### config.mk
export PLATFORM = sky130hd
export DESIGN_NAME = mdio_mgmt_master
export DESIGN_NICKNAME = d
export VERILOG_FILES = /design/src/rtl/mdio_pkg.sv /design/src/rtl/mdio_regs.sv /design/src/rtl/mdio_clk_div.sv /design/src/rtl/mdio_frame_eng.sv /design/src/rtl/mdio_mgmt_master.sv
export SDC_FILE = /design/constraint.sdc
export NUM_CORES = 1
export LEC_CHECK = 0
export CORE_MARGIN = 4
export CORE_UTILIZATION = 52
export CTS_BUF_LIST = sky130_fd_sc_hd__clkbuf_8
export CTS_CLUSTER_SIZE = 16
export DETAILED_ROUTE_END_ITERATION = 12
export HOLD_SLACK_MARGIN = 0.08
export PLACE_DENSITY = 0.78
export SLEW_MARGIN = 10
export SYNTH_ARGS = -nofsm -noshare
export SYNTH_HDL_FRONTEND = slang
export SYNTH_SLANG_ARGS = --single-unit
### constraint.sdc
create_clock -name clk -period 2.85 [get_ports clk]
set_input_delay 0.57 -clock clk [delete_from_list [all_inputs] [get_ports clk]]
set_output_delay 0.57 -clock clk [all_outputs]
set_load 0.005 [all_outputs]
### src/rtl/mdio_pkg.sv
package mdio_pkg;
  localparam int FRAME_LEN = 64;
  localparam int PRE_LEN   = 32;
  localparam int TURN_POS  = 46;
  localparam int DATA_POS  = 48;
  localparam int BIT_W     = $clog2(FRAME_LEN);
  localparam int THR_W     = 8;
  localparam int LAT_W     = 3;
  localparam int DAT_W     = 16;

  typedef enum logic [1:0] {
    OP_NONE  = 2'b00,
    OP_WRITE = 2'b01,
    OP_READ  = 2'b10,
    OP_BAD   = 2'b11
  } mdio_op_e;

  typedef struct packed {
    logic             c22;
    mdio_op_e         op;
    logic [4:0]       phy;
    logic [4:0]       regad;
    logic [DAT_W-1:0] wdata;
  } mdio_cmd_t;

  function automatic logic cmd_runnable(mdio_cmd_t c);
    return c.c22 && ((c.op == OP_WRITE) || (c.op == OP_READ));
  endfunction

  function automatic logic [FRAME_LEN-1:0] frame_bits(mdio_cmd_t c);
    logic [1:0]       turn;
    logic [DAT_W-1:0] payload;
    turn    = (c.op == OP_WRITE) ? 2'b10 : 2'b11;
    payload = (c.op == OP_WRITE) ? c.wdata : {DAT_W{1'b1}};
    return {{PRE_LEN{1'b1}}, 2'b01, c.op, c.phy, c.regad, turn, payload};
  endfunction
endpackage

### src/rtl/mdio_regs.sv
module mdio_regs
  import mdio_pkg::*;
#(
  parameter logic [THR_W-1:0] DEF_THR = 8'd4
) (
  input  logic             clk,
  input  logic             rst_n,
  input  logic             reg_en,
  input  logic             reg_we,
  input  logic [2:0]       reg_addr,
  input  logic [31:0]      reg_wdata,
  input  logic             busy,
  input  logic [DAT_W-1:0] rd_data,
  output logic [31:0]      reg_rdata,
  output mdio_cmd_t        cmd,
  output mdio_cmd_t        launch_cmd,
  output logic             launch,
  output logic [THR_W-1:0] thr,
  output logic             edge_sel,
  output logic [LAT_W-1:0] lat
);
  mdio_cmd_t        cmd_q, cmd_d;
  logic [THR_W-1:0] thr_q, thr_d;
  logic             edge_q, edge_d;
  logic [LAT_W-1:0] lat_q, lat_d;
  logic             wr_cmd, wr_cfg;
  logic             unused_bits;

  assign unused_bits = ^{reg_wdata[30:29], reg_addr[1:0]};
  assign wr_cmd      = reg_en && reg_we && !reg_addr[2] && !busy;
  assign wr_cfg      = reg_en && reg_we &&  reg_addr[2] && !busy;
  assign launch_cmd  = mdio_cmd_t'(reg_wdata[28:0]);
  assign launch      = wr_cmd && reg_wdata[31] && cmd_runnable(launch_cmd);

  always_comb begin
    cmd_d  = cmd_q;
    thr_d  = thr_q;
    edge_d = edge_q;
    lat_d  = lat_q;
    if (wr_cmd) cmd_d = launch_cmd;
    if (wr_cfg) begin
      thr_d  = reg_wdata[31:24];
      edge_d = reg_wdata[23];
      lat_d  = reg_wdata[22:20];
    end
  end

  always_ff @(posedge clk or negedge rst_n) begin
    if (!rst_n) begin
      cmd_q  <= '0;
      thr_q  <= DEF_THR;
      edge_q <= 1'b0;
      lat_q  <= '0;
    end else begin
      cmd_q  <= cmd_d;
      thr_q  <= thr_d;
      edge_q <= edge_d;
      lat_q  <= lat_d;
    end
  end

  assign reg_rdata = reg_addr[2] ? {thr_q, edge_q, lat_q, 3'b000, ~busy, rd_data}
                                 : {busy, 2'b00, cmd_q};
  assign cmd       = cmd_q;
  assign thr       = thr_q;
  assign edge_sel  = edge_q;
  assign lat       = lat_q;
endmodule

### src/rtl/mdio_clk_div.sv
module mdio_clk_div
  import mdio_pkg::*;
(
  input  logic             clk,
  input  logic             rst_n,
  input  logic             run,
  input  logic [THR_W-1:0] thr,
  output logic             mdc,
  output logic             rise,
  output logic             fall
);
  logic [THR_W-1:0] cnt_q, cnt_d;
  logic [THR_W-1:0] thr_eff;
  logic             mdc_q, mdc_d;
  logic             tick;

  assign thr_eff = (thr == '0) ? THR_W'(1) : thr;
  assign tick    = run && (cnt_q == thr_eff);
  assign rise    = tick && !mdc_q;
  assign fall    = tick &&  mdc_q;

  always_comb begin
    cnt_d = cnt_q;
    mdc_d = mdc_q;
    if (!run) begin
      cnt_d = '0;
      mdc_d = 1'b0;
    end else if (tick) begin
      cnt_d = '0;
      mdc_d = !mdc_q;
    end else begin
      cnt_d = cnt_q + 1'b1;
    end
  end

  always_ff @(posedge clk or negedge rst_n) begin
    if (!rst_n) begin
      cnt_q <= '0;
      mdc_q <= 1'b0;
    end else begin
      cnt_q <= cnt_d;
      mdc_q <= mdc_d;
    end
  end

  assign mdc = mdc_q;
endmodule

### src/rtl/mdio_frame_eng.sv
module mdio_frame_eng
  import mdio_pkg::*;
(
  input  logic             clk,
  input  logic             rst_n,
  input  logic             launch,
  input  mdio_cmd_t        launch_cmd,
  input  logic             rise,
  input  logic             fall,
  input  logic             edge_sel,
  input  logic [LAT_W-1:0] lat,
  input  logic             mdio_i,
  output logic             busy,
  output logic             mdio_o,
  output logic             mdio_oe,
  output logic [DAT_W-1:0] rd_data,
  output logic [BIT_W-1:0] bit_idx,
  output logic             rd_mode
);
  localparam int TAPS = (1 << LAT_W) - 1;

  logic                 busy_q, busy_d;
  logic [BIT_W-1:0]     bit_q, bit_d;
  logic [FRAME_LEN-1:0] sh_q, sh_d;
  logic                 rd_q, rd_d;
  logic [DAT_W-1:0]     data_q, data_d;
  logic [TAPS-1:0]      hist_q;
  logic                 rx;
  logic                 sample_now;

  for (genvar g = 0; g < TAPS; g++) begin : g_tap
    if (g == 0) begin : g_first
      always_ff @(posedge clk or negedge rst_n) begin
        if (!rst_n) hist_q[0] <= 1'b0;
        else        hist_q[0] <= mdio_i;
      end
    end else begin : g_rest
      always_ff @(posedge clk or negedge rst_n) begin
        if (!rst_n) hist_q[g] <= 1'b0;
        else        hist_q[g] <= hist_q[g-1];
      end
    end
  end

  assign rx = (lat == '0) ? mdio_i : hist_q[lat - 1'b1];
  assign sample_now = busy_q && rd_q && (bit_q >= BIT_W'(DATA_POS)) &&
                      (edge_sel ? fall : rise);

  always_comb begin
    busy_d = busy_q;
    bit_d  = bit_q;
    sh_d   = sh_q;
    rd_d   = rd_q;
    data_d = data_q;
    if (sample_now) data_d = {data_q[DAT_W-2:0], rx};
    if (launch) begin
      busy_d = 1'b1;
      bit_d  = '0;
      sh_d   = frame_bits(launch_cmd);
      rd_d   = (launch_cmd.op == OP_READ);
    end else if (busy_q && fall) begin
      if (bit_q == BIT_W'(FRAME_LEN - 1)) begin
        busy_d = 1'b0;
      end else begin
        bit_d = bit_q + 1'b1;
        sh_d  = {sh_q[FRAME_LEN-2:0], 1'b1};
      end
    end
  end

  always_ff @(posedge clk or negedge rst_n) begin
    if (!rst_n) begin
      busy_q <= 1'b0;
      bit_q  <= '0;
      sh_q   <= '0;
      rd_q   <= 1'b0;
      data_q <= '0;
    end else begin
      busy_q <= busy_d;
      bit_q  <= bit_d;
      sh_q   <= sh_d;
      rd_q   <= rd_d;
      data_q <= data_d;
    end
  end

  assign busy    = busy_q;
  assign mdio_o  = busy_q && sh_q[FRAME_LEN-1];
  assign mdio_oe = busy_q && !(rd_q && (bit_q >= BIT_W'(TURN_POS)));
  assign rd_data = data_q;
  assign bit_idx = bit_q;
  assign rd_mode = rd_q;
endmodule

### src/rtl/mdio_mgmt_master.sv
module mdio_mgmt_master
  import mdio_pkg::*;
#(
  parameter logic [THR_W-1:0] DEF_THR = 8'd4
) (
  input  logic        clk,
  input  logic        rst_n,
  input  logic        reg_en,
  input  logic        reg_we,
  input  logic [2:0]  reg_addr,
  input  logic [31:0] reg_wdata,
  output logic [31:0] reg_rdata,
  output logic        mdc,
  output logic        mdio_o,
  output logic        mdio_oe,
  input  logic        mdio_i
);
  mdio_cmd_t        cmd, launch_cmd;
  logic             launch, busy, rise, fall, edge_sel, rd_mode;
  logic [THR_W-1:0] thr;
  logic [LAT_W-1:0] lat;
  logic [DAT_W-1:0] rd_data;
  logic [BIT_W-1:0] bit_idx;

  mdio_regs #(.DEF_THR(DEF_THR)) u_regs (
    .clk(clk), .rst_n(rst_n), .reg_en(reg_en), .reg_we(reg_we),
    .reg_addr(reg_addr), .reg_wdata(reg_wdata), .busy(busy), .rd_data(rd_data),
    .reg_rdata(reg_rdata), .cmd(cmd), .launch_cmd(launch_cmd), .launch(launch),
    .thr(thr), .edge_sel(edge_sel), .lat(lat)
  );

  mdio_clk_div u_div (
    .clk(clk), .rst_n(rst_n), .run(busy), .thr(thr),
    .mdc(mdc), .rise(rise), .fall(fall)
  );

  mdio_frame_eng u_eng (
    .clk(clk), .rst_n(rst_n), .launch(launch), .launch_cmd(launch_cmd),
    .rise(rise), .fall(fall), .edge_sel(edge_sel), .lat(lat), .mdio_i(mdio_i),
    .busy(busy), .mdio_o(mdio_o), .mdio_oe(mdio_oe), .rd_data(rd_data),
    .bit_idx(bit_idx), .rd_mode(rd_mode)
  );
endmodule

# Word level (Yosys, flattened, before mapping)
# Cells that the tools add are included.
op_classes:
  n_addsub: 3
  n_lt_le_gt_ge: 3
  eq_ne: 6
  mux: 21
  n_bitwise: 1
  reduce_logical: 29
op_table:
  columns: ["op", "n"]
  rows:
  - ["64-bit two-way mux", 3]
  - ["32-bit two-way mux", 1]
  - ["8-bit two-way mux", 3]
  - ["1-bit logical AND", 18]
  - ["6-bit two-way mux", 3]
  - ["16-bit two-way mux", 1]
  - ["6-bit greater-or-equal comparator (second input constant)", 2]
  - ["1-bit two-way mux", 9]
  - ["8-bit by 1-bit adder with 8-bit output (second input constant)", 1]
  - ["8-bit equality test", 1]
  - ["8-bit zero test", 1]
  - ["6-bit by 1-bit adder with 6-bit output (second input constant)", 1]
  - ["6-bit equality test (second input constant)", 1]
  - ["1-bit zero test", 4]
  - ["3-bit by 4-bit < comparator with 1-bit output (second input constant)", 1]
  - ["2-bit inequality test (second input constant)", 2]
  - ["2-bit AND reduction", 2]
  - ["2-bit nonzero test", 2]
  - ["1-bit binary-select mux with 3-bit select", 1]
  - ["3-bit zero test", 1]
  - ["3-bit by 1-bit subtractor with 3-bit output (second input constant)", 1]
  - ["2-bit by 1-bit equality test with 1-bit output (second input constant)", 1]
  - ["2-bit equality test (second input constant)", 1]
  - ["1-bit logical OR", 1]
  - ["1-bit inverter", 1]
word_totals:
  register_bits: 145
  in_bits: 40
  out_inout_bits: 35

# Longest topological paths before layout
# Gate-level depths: netlist (run 1).
depth:
  word_depth: 8
  depth_mapped: 10
  ltp_nobuf: 7

# By module
# A second synthesis (run 1) with hierarchy kept.
hier_totals:
  hier_cells: 601
  hier_area_um2: 6949.2
by_module_without_submodules:
  columns: ["mod", "n_inst", "cells_per_inst", "area_each_um2", "seq_area_each_um2"]
  rows:
  - ["mdio_frame_eng", 1, 391, 4111.4, 2377.3]
  - ["mdio_regs", 1, 156, 2293.4, 1027.2]
  - ["mdio_clk_div", 1, 54, 544.3, 225.2]

# Least setup slack after synthesis (run 1)
# Ideal clock, no wire load.
synth_path:
  kind: "flip-flop to flip-flop"
  start: "register u_regs.thr_q[5], in the netlist u_regs.thr[5]"
  end: "register u_eng.data_q[10], in the netlist u_eng.rd_data[10]"
  setup_ps: 125
  arrival_time_ps: 2572
  required_ps: 2725
  path_slack_ps: 153
  stages_incl_launch_ff: 9
  n_path_buf: 2
  path_cell_list: "dfrtp_1 > or4_1 > nor3_1 > mux2i_1 > nand2_2 > or4_4 > buf_6 > buf_12 > mux2_4"
synth_via:
  elab_chain_cells: 7
  elab_cells_between_ends: 8
synth_rtl:
  columns: ["item", "line_no", "text"]
  rows:
  - ["start: declaration", "mdio_regs.sv:23", "logic [THR_W-1:0] thr_q, thr_d;"]
  - ["start signal: assignment", "mdio_regs.sv:56", "thr_q <= thr_d;"]
  - ["8-bit zero test", "mdio_clk_div.sv:17", "assign thr_eff = (thr == '0) ? THR_W'(1) : thr;"]
  - ["8-bit two-way mux (*)", "mdio_clk_div.sv:17", null]
  - ["8-bit equality test (*)", "mdio_clk_div.sv:18", "assign tick = run && (cnt_q == thr_eff);"]
  - ["1-bit logical AND (*)", "mdio_clk_div.sv:18", null]
  - ["1-bit logical AND (on tied branches)", "mdio_clk_div.sv:19, mdio_clk_div.sv:20", null]
  - ["1-bit two-way mux (*)", "mdio_frame_eng.sv:47", "(edge_sel ? fall : rise);"]
  - ["1-bit logical AND (*)", "mdio_frame_eng.sv:46", "assign sample_now = busy_q && rd_q && (bit_q >= BIT_W'(DATA_POS)) &&"]
  - ["end signal: assignment", "mdio_frame_eng.sv:83", "data_q <= data_d;"]
  - ["end: declaration", "mdio_frame_eng.sv:26", "logic [DAT_W-1:0] data_q, data_d;"]
# Mark *: on every way between the ends. The rest lies on a longest branch, timed or not.
# A chain may end at the register's enable or synchronous reset.

# Worst setup path in the final report (run 1)
layout_path:
  start: "input reg_addr[2]"
  end: "output reg_rdata[5]"
layout_via:
  elab_chain_cells: 1
layout_rtl:
  columns: ["item", "line_no", "text"]
  rows:
  - ["start: declaration", "mdio_mgmt_master.sv:10", "input logic [2:0] reg_addr,"]
  - ["32-bit two-way mux", "mdio_regs.sv:62", "assign reg_rdata = reg_addr[2] ? {thr_q, edge_q, lat_q, 3'b000, ~busy, rd_data}"]
  - ["end: declaration", "mdio_mgmt_master.sv:12", "output logic [31:0] reg_rdata,"]
# Every way passes these cells.

==> summary.md, run 1 <==
| Metric | Value |
|---|---|
| Status | `finished, final reports clean` |
| Last weighted congestion value of the routability-driven placer | `0.810` |
| Fraction of layout cells with a size suffix above 1 | `21.9%` |
| Initial antenna violation count | `0` |
| Commonest non-fill, non-tap cells in the layout | `sky130_fd_sc_hd__dfrtp_1, sky130_fd_sc_hd__nor2_1, sky130_fd_sc_hd__clkdlybuf4s50_1` |
| Via density per instance | `5.54` |
| Number of setup violations in the final report | `0` |
| Sum of negative setup slack | `0 ps` |
| Endpoint arrival time on the critical path | `2160 ps` |
| Synth area leader | `sky130_fd_sc_hd__dfrtp_1` |
| Number of warnings issued by yosys | `0` |
| Unrepaired setup endpoints after global routing | `no` |
| Final hold vios | `0` |
| Share of the clock period used by the worst path after layout | `95.7%` |
| Most used DFF post-synth | `sky130_fd_sc_hd__dfrtp_1` |
| Total number of nets in the final design | `692` |
| Via count | `4573` |
| Pleak | `3.51 nW` |
| Number of iterations in the first detailed-routing pass | `4` |
| Min Clock Period, post-route | `2730 ps` |
| Count of boundary I/O pins | `75` |
| Y dimension of the die | `120 um` |
| Power density cells | `839 nW/um^2` |
| Setup Fix Bufs, Post-CTS | `0` |
| Number of buffers added on ports | `72` |
| Reg2Reg Setup Slack | `170 ps` |
| Fin Hold WS | `119 ps` |
| Clock slew at reported path FFs | `70 ps` |
| Buffer levels on the longest clock path | `2` |
| Starting Density | `53.6%` |
| Share of the yosys chip area belonging to registers | `55.9%` |
| CP required | `2280 ps` |
| Crit. End Element | `primary output` |
| Total Die Area | `14300 um^2` |
| Global-route wire length before repair | `23.6 mm` |
| Area share of the leading cell type in the synthesized netlist | `55.5%` |
| Maximum achievable frequency | `0.367 GHz` |
| Post-layout utilization of the core | `65.1%` |
| Overall overflow remaining after global route | `0` |
| Synthesis-stage register bit count | `145` |
| DRC marker count from the first detailed-route iteration | `300` |
| Number of pins exceeding their max-slew limit in the final report | `0` |
| Syn nets | `616` |
| Worst IR drop on VDD | `0.466 mV` |
| Layout Area Growth over Synthesis | `21.4%` |
| Layout filler cell count | `946` |
| Global routing usage summed across all routing layers | `20.7%` |
| Number of distinct library cells after synthesis | `48` |
| Routed wire length | `14.1 mm` |
| Number of flops mapped to enable cells by yosys | `0` |
| Core outline area | `12100 um^2` |
| H-tree level count | `4` |
| Vias in the first global route | `4756` |
| Type of the most critical hold path | `input pin to async pin` |
| Largest clock skew in the final design | `9.84 ps` |
| Leading cell type in the layout, fill and taps excluded | `sky130_fd_sc_hd__dfrtp_1` |
| Top area cells in the synthesized netlist | `sky130_fd_sc_hd__dfrtp_1, sky130_fd_sc_hd__mux2_2, sky130_fd_sc_hd__nor2_1, sky130_fd_sc_hd__a221o_1, sky130_fd_sc_hd__o21ai_0` |
| Type of the worst setup path | `input pin to primary output` |
| Avg Inst Size Synth | `11.4 um^2` |
| Number of antenna cells inserted | `0` |
| Latest clock arrival within the worst-skew pair | `430 ps` |
| CTS tree | `yes` |
| Maximum fanout along the worst path | `35` |
| Cell Area, Synth | `6490 um^2` |
| Maximum Capacitance Violations | `0` |
| Horiz. Die Dim | `120 um` |
| Number of core rows | `40` |
| Detail-routed net length per standard cell | `17.1 um` |
| Worst slew margin relative to its limit | `59.1%` |
| Post-DRT Antenna Nets | `0` |
| Final HPWL DP | `9.83 mm` |
| Number of clock sinks seen by CTS | `145` |
| Final routed DRC violation total | `0` |
| Pin count of the biggest net entering global routing | `64` |
| Post-synthesis instance total | `569` |
| Clock tree root driver cell | `sky130_fd_sc_hd__clkbuf_8` |
| Post-synth ARST share | `100%` |
| Pin slew with the least headroom to its limit | `614 ps` |
| Kind of start point of the critical path | `input pin` |
| Cts bufs inserted | `17` |
## state kept, by name, summed over array words and instances (netlist names), 3 cells and up
register and cells:
u_eng.bit_idx 6, u_regs.thr 8, u_eng.sh_q 64, u_regs.lat 3, u_eng.hist_q 7, u_div.cnt_q 8
u_regs.cmd 29, u_eng.rd_data 16
## kinds of logic (layout without fill, tap and decap cells)
| group | count (synthesis) | in the layout | share of synthesized area [%] |
|---|---|---|---|
| mux | 85 | 85 | 15.4 |
| xor+xnor | 15 | 15 | 2.14 |
| simple gates | 151 | 151 | 10.9 |
| fa+ha+maj | 7 | 7 | 1.35 |
| compound gates | 106 | 106 | 10.3 |
| flops | 145 | 145 | 55.9 |
| buf+inv | 60 | 149 | 3.95 |
## timing repair
item	in CTS	in global routing
gates resized for setup	0	0
hold buffers	0	0
setup endpoints to repair	0	1
## synth_stat cells, types with 4 or more instances
cell type	n
sky130_fd_sc_hd__xnor2_1	8
sky130_fd_sc_hd__o21ai_0	36
sky130_fd_sc_hd__clkbuf_1	20
sky130_fd_sc_hd__inv_1	25
sky130_fd_sc_hd__dfrtp_1	144
sky130_fd_sc_hd__xor2_1	6
sky130_fd_sc_hd__nand3_1	14
sky130_fd_sc_hd__mux2_4	10
sky130_fd_sc_hd__nor2_1	76
sky130_fd_sc_hd__o21ai_1	10
sky130_fd_sc_hd__ha_1	7
sky130_fd_sc_hd__nand2_1	24
sky130_fd_sc_hd__buf_1	7
sky130_fd_sc_hd__a22oi_1	10
sky130_fd_sc_hd__mux2_2	70
sky130_fd_sc_hd__buf_2	6
sky130_fd_sc_hd__nor3_1	8
sky130_fd_sc_hd__nor2b_1	4
sky130_fd_sc_hd__a221o_1	18
sky130_fd_sc_hd__a21oi_1	25
sky130_fd_sc_hd__and3_1	5
## worst max-delay path, cell delays in order
cell	delay, ps
sky130_fd_sc_hd__clkdlybuf4s50_1	500
sky130_fd_sc_hd__buf_12	230
sky130_fd_sc_hd__mux2_2	370
sky130_fd_sc_hd__clkdlybuf4s50_1	480
## layout make-up
| class | count | area (um^2) | area share [%] |
|---|---|---|---|
| timing repair buffer | 92 | 947 | 12.0 |
| clock inverter | 10 | 83.8 | 1.06 |
| tap | 168 | 210 | 2.67 |
| sequential | 145 | 3630 | 46.1 |
| multi-input combinational | 364 | 2610 | 33.2 |
| inverter | 25 | 93.8 | 1.19 |
| clock buffer | 22 | 303 | 3.84 |
## where the power goes
group / total [mW] / internal (mW) / switching (mW) / leakage (nW)
logic: 1.93 / 1.14 / 0.792 / 1.57
clock network: 1.54 / 0.797 / 0.744 / 0.194
registers: 3.14 / 2.69 / 0.450 / 1.75
## routing by layer
layer | up-vias | wire, um | global-route usage [%]
li1 | 2131 | - | -
met2 | 92 | 7270 | 34.8
met1 | 2333 | 6070 | 26.3
met5 | - | 0 | 0
met4 | 0 | 178 | 6.44
met3 | 17 | 598 | 5.51
## stage by stage
stage | power [mW] | cell area, um^2 | worst slack (ps) | std cells
floorplan | 4.21 | 6490 | 153 | 569
CTS | 6.66 | 7880 | 96.6 | 826
global route | 7.02 | 7880 | 46.0 | 826
global placement | 4.95 | 7490 | 103 | 794
finish | 6.61 | 7880 | 123 | 826
detailed placement | 5.11 | 7490 | 112 | 794
## worst paths after layout
path | startpoint | endpoint | cells after the start
max | reg_addr[2] | reg_rdata[5] | 4
min | rst_n | u_regs.thr[6] | 1
max reg2reg | u_regs.thr[5] | u_eng.rd_data[15] | 7
min reg2reg | u_eng.hist_q[1] | u_eng.hist_q[2] | 0
max in group asynchronous | rst_n | u_eng.sh_q[51] | 2
min in group clk | u_eng.hist_q[1] | u_eng.hist_q[2] | 0
Note: power is estimated with default switching activity, not from simulation.
==> inputs of run 2 (changes only) <==
--- a/config.mk
+++ b/config.mk
@@ -6,12 +6,11 @@
 export NUM_CORES = 1
 export LEC_CHECK = 0
 export CORE_MARGIN = 4
-export CORE_UTILIZATION = 52
+export CORE_UTILIZATION = 40
 export CTS_BUF_LIST = sky130_fd_sc_hd__clkbuf_8
 export CTS_CLUSTER_SIZE = 16
 export DETAILED_ROUTE_END_ITERATION = 12
 export HOLD_SLACK_MARGIN = 0.08
-export PLACE_DENSITY = 0.78
 export SLEW_MARGIN = 10
 export SYNTH_ARGS = -nofsm -noshare
 export SYNTH_HDL_FRONTEND = slang
==> summary.md, run 2 (synthesis gave the netlist of run 1 again) <==
| Metric | Value |
|---|---|
| Fin Hold WS | `388 ps (+269 ps)` |
| Final routed DRC violation total | `0 (unchanged)` |
| Core outline area | `15900 um^2 (+31%)` |
| Number of pins exceeding their max-slew limit in the final report | `0 (unchanged)` |
| Kind of start point of the critical path | `register` |
| Maximum Capacitance Violations | `0 (unchanged)` |
| Global-route wire length before repair | `23.9 mm (+1.3%)` |
| Crit. End Element | `register` |
| Critical path launch point | `u_regs.thr[5]` |
| Met2 track demand over resource in global routing | `26.1% (-8.8 points)` |
| Number of flip-flops under the largest register name | `64 (unchanged)` |
| Origin of the critical flop-to-flop path | `u_regs.thr[5]` |
| Final HPWL DP | `9.92 mm (+0.96%)` |
| Fraction of layout cells with a size suffix above 1 | `21.9% (+0.052 points)` |
| Power density cells | `853 nW/um^2 (+1.7%)` |
| Post-DRT Antenna Nets | `0 (unchanged)` |
| Initial antenna violation count | `0 (unchanged)` |
| Share of the clock period used by the worst path after layout | `95.7% (about the same)` |
| Unrepaired setup endpoints after global routing | `no` |
| Post-layout utilization of the core | `50.3% (-15 points)` |
| Latest clock arrival within the worst-skew pair | `450 ps (+20 ps)` |
| Y dimension of the die | `135 um (+13%)` |
| Type of the worst setup path | `register to register` |
| Last weighted congestion value of the routability-driven placer | `0.792 (-2.2%)` |
| Largest clock skew in the final design | `16.2 ps (+6.35 ps)` |
| Post-route total power | `6.81 mW (+3.1%)` |
| Via density per instance | `5.15 (-7.0%)` |
| Total number of nets in the final design | `695 (+0.43%)` |
| GRT met1 Usage | `22.2% (-4.1 points)` |
| Maximum achievable frequency | `0.367 GHz (about the same)` |
| HP Start | `u_eng.hist_q[2]` |
| Overall overflow remaining after global route | `0 (unchanged)` |
| Number of setup violations in the final report | `0 (unchanged)` |
| Post-placement setup slack | `62.8 ps (-48.9 ps)` |
| Number of clock sinks seen by CTS | `145 (unchanged)` |
| Number of buffers added on ports | `72 (unchanged)` |
| Number of iterations in the first detailed-routing pass | `5 (+1)` |
| Maximum fanout along the worst path | `16 (-54%)` |
| Routed wire length | `14.4 mm (+2.0%)` |
| Worst IR drop on VDD | `0.345 mV (-26%)` |
| Total Die Area | `18300 um^2 (+28%)` |
| Commonest non-fill, non-tap cells in the layout | `sky130_fd_sc_hd__dfrtp_1, sky130_fd_sc_hd__nor2_1, sky130_fd_sc_hd__clkdlybuf4s50_1` |
| Layout Area Growth over Synthesis | `23.0%` |
| Horiz. Die Dim | `135 um (+13%)` |
| Global routing usage summed across all routing layers | `16.5% (-4.1 points)` |
| H-tree level count | `4 (unchanged)` |
| Register with the most flip-flops | `u_eng.sh_q` |
| Highest-utilization routing layer at the global route stage | `met2` |
| Via count | `4520 (-1.2%)` |
| Type of the most critical hold path | `register to register` |
| Standard cell with the maximum stage delay on the critical path | `sky130_fd_sc_hd__or4_4` |
| Final hold vios | `0 (unchanged)` |
| Min Clock Period, post-route | `2730 ps (+0.182 ps)` |
| Clock tree root driver cell | `sky130_fd_sc_hd__clkbuf_8` |
| CP peak stage delay | `610 ps (+110 ps)` |
| Count of boundary I/O pins | `75 (unchanged)` |
| Pleak | `3.55 nW (+1.0%)` |
| Number of core rows | `46 (+15%)` |
| Pin slew with the least headroom to its limit | `475 ps (-139 ps)` |
| Worst Setup Slack, final | `123 ps (-0.182 ps)` |
| Pin count of the biggest net entering global routing | `51 (-20%)` |
| CTS tree | `yes` |
| Leading cell type in the layout, fill and taps excluded | `sky130_fd_sc_hd__dfrtp_1` |
| Buffer levels on the longest clock path | `2 (unchanged)` |
| Status | `finished, final reports clean` |
| Worst slew margin relative to its limit | `68.3% (+9.2 points)` |
| Critical-path cell list | `or4_1 > nor3_1 > mux2i_2 > nand2_2 > or4_4 > mux2_1` |
| Starting Density | `40.9% (-13 points)` |
| Detail-routed net length per standard cell | `16.4 um (-4.0%)` |
| Vias in the first global route | `4645 (-2.3%)` |
| Clock slew at reported path FFs | `80 ps (about the same)` |
| Sum of negative setup slack | `0 ps (unchanged)` |
| Endpoint arrival time on the critical path | `3050 ps (+890 ps)` |
| CP required | `3170 ps (+890 ps)` |
| Met3 usage in global routing | `3.53% (-2.0 points)` |
| Setup Fix Bufs, Post-CTS | `0 (unchanged)` |
| Cts bufs inserted | `17 (unchanged)` |
| DRC marker count from the first detailed-route iteration | `236 (-21%)` |
==> run 2: cell count changes in the layout (fill, tap and decap cells not counted), sizes merged <==
cell / change
bufinv: +3
inv: +3
buf: +2
clkbuf: -2
clkinv: -2
clkinvlp: -2
diode: +1
dlygate4sd3: +1
==> run 2: layer usage <==
layer  share of wire, %  vias to the layer above
met1                 47                     2264
li1                   -                     2139
met3                3.6                       18
met2                 48                       99
met4                1.7                        0
met5                  0                        -
==> run 2: power by group <==
group | internal (mW) | switching (mW)
combinational | 1.15 | 0.772
clock | 1.01 | 0.762
sequential | 2.69 | 0.432
==> run 2: area by class of cell <==
cell class,instances,area (um^2)
antenna,1,2.50
clock buffer,20,275
clock inverter,12,165
fill,1468,7900
inverter,25,93.8
multi-input combinational,364,2620
sequential,145,3630
tap,216,270
timing repair buffer,95,935
==> run 2: critical path, delay by kind of cell (launching register included) <==
kind          cells  cell delay, ps
flops             1             380
mux               2             750
simple gates      4            1480
==> run 2: path summary, 6_finish.rpt <==
| check | cells past startpoint | slack [ps] | to |
|---|---|---|---|
| hold / removal | 0 | 390 | u_eng.hist_q[3] |
| min in group asynchronous | 2 | 620 | u_regs.thr[6] |
| max in group asynchronous | 3 | 1490 | u_regs.thr[2] |
| hold reg to reg | 0 | 390 | u_eng.hist_q[3] |
| setup reg to reg | 6 | 120 | u_eng.rd_data[15] |
| setup / recovery | 6 | 120 | u_eng.rd_data[15] |
==> run 2: timing repair <==
| action | in CTS | in global routing |
|---|---|---|
| setup endpoints to repair | 0 | 16 |
| endpoints found under the hold margin | 45 | 0 |
| hold buffers | 1 | 0 |
| gates resized for setup | 0 | 1 |
==> run 2: stage by stage <==
step	cell area, um^2	cells
global route	7990	877
finish	7990	878
CTS	7980	877
detailed placement	7530	844
floorplan	6490	569
global placement	7530	844
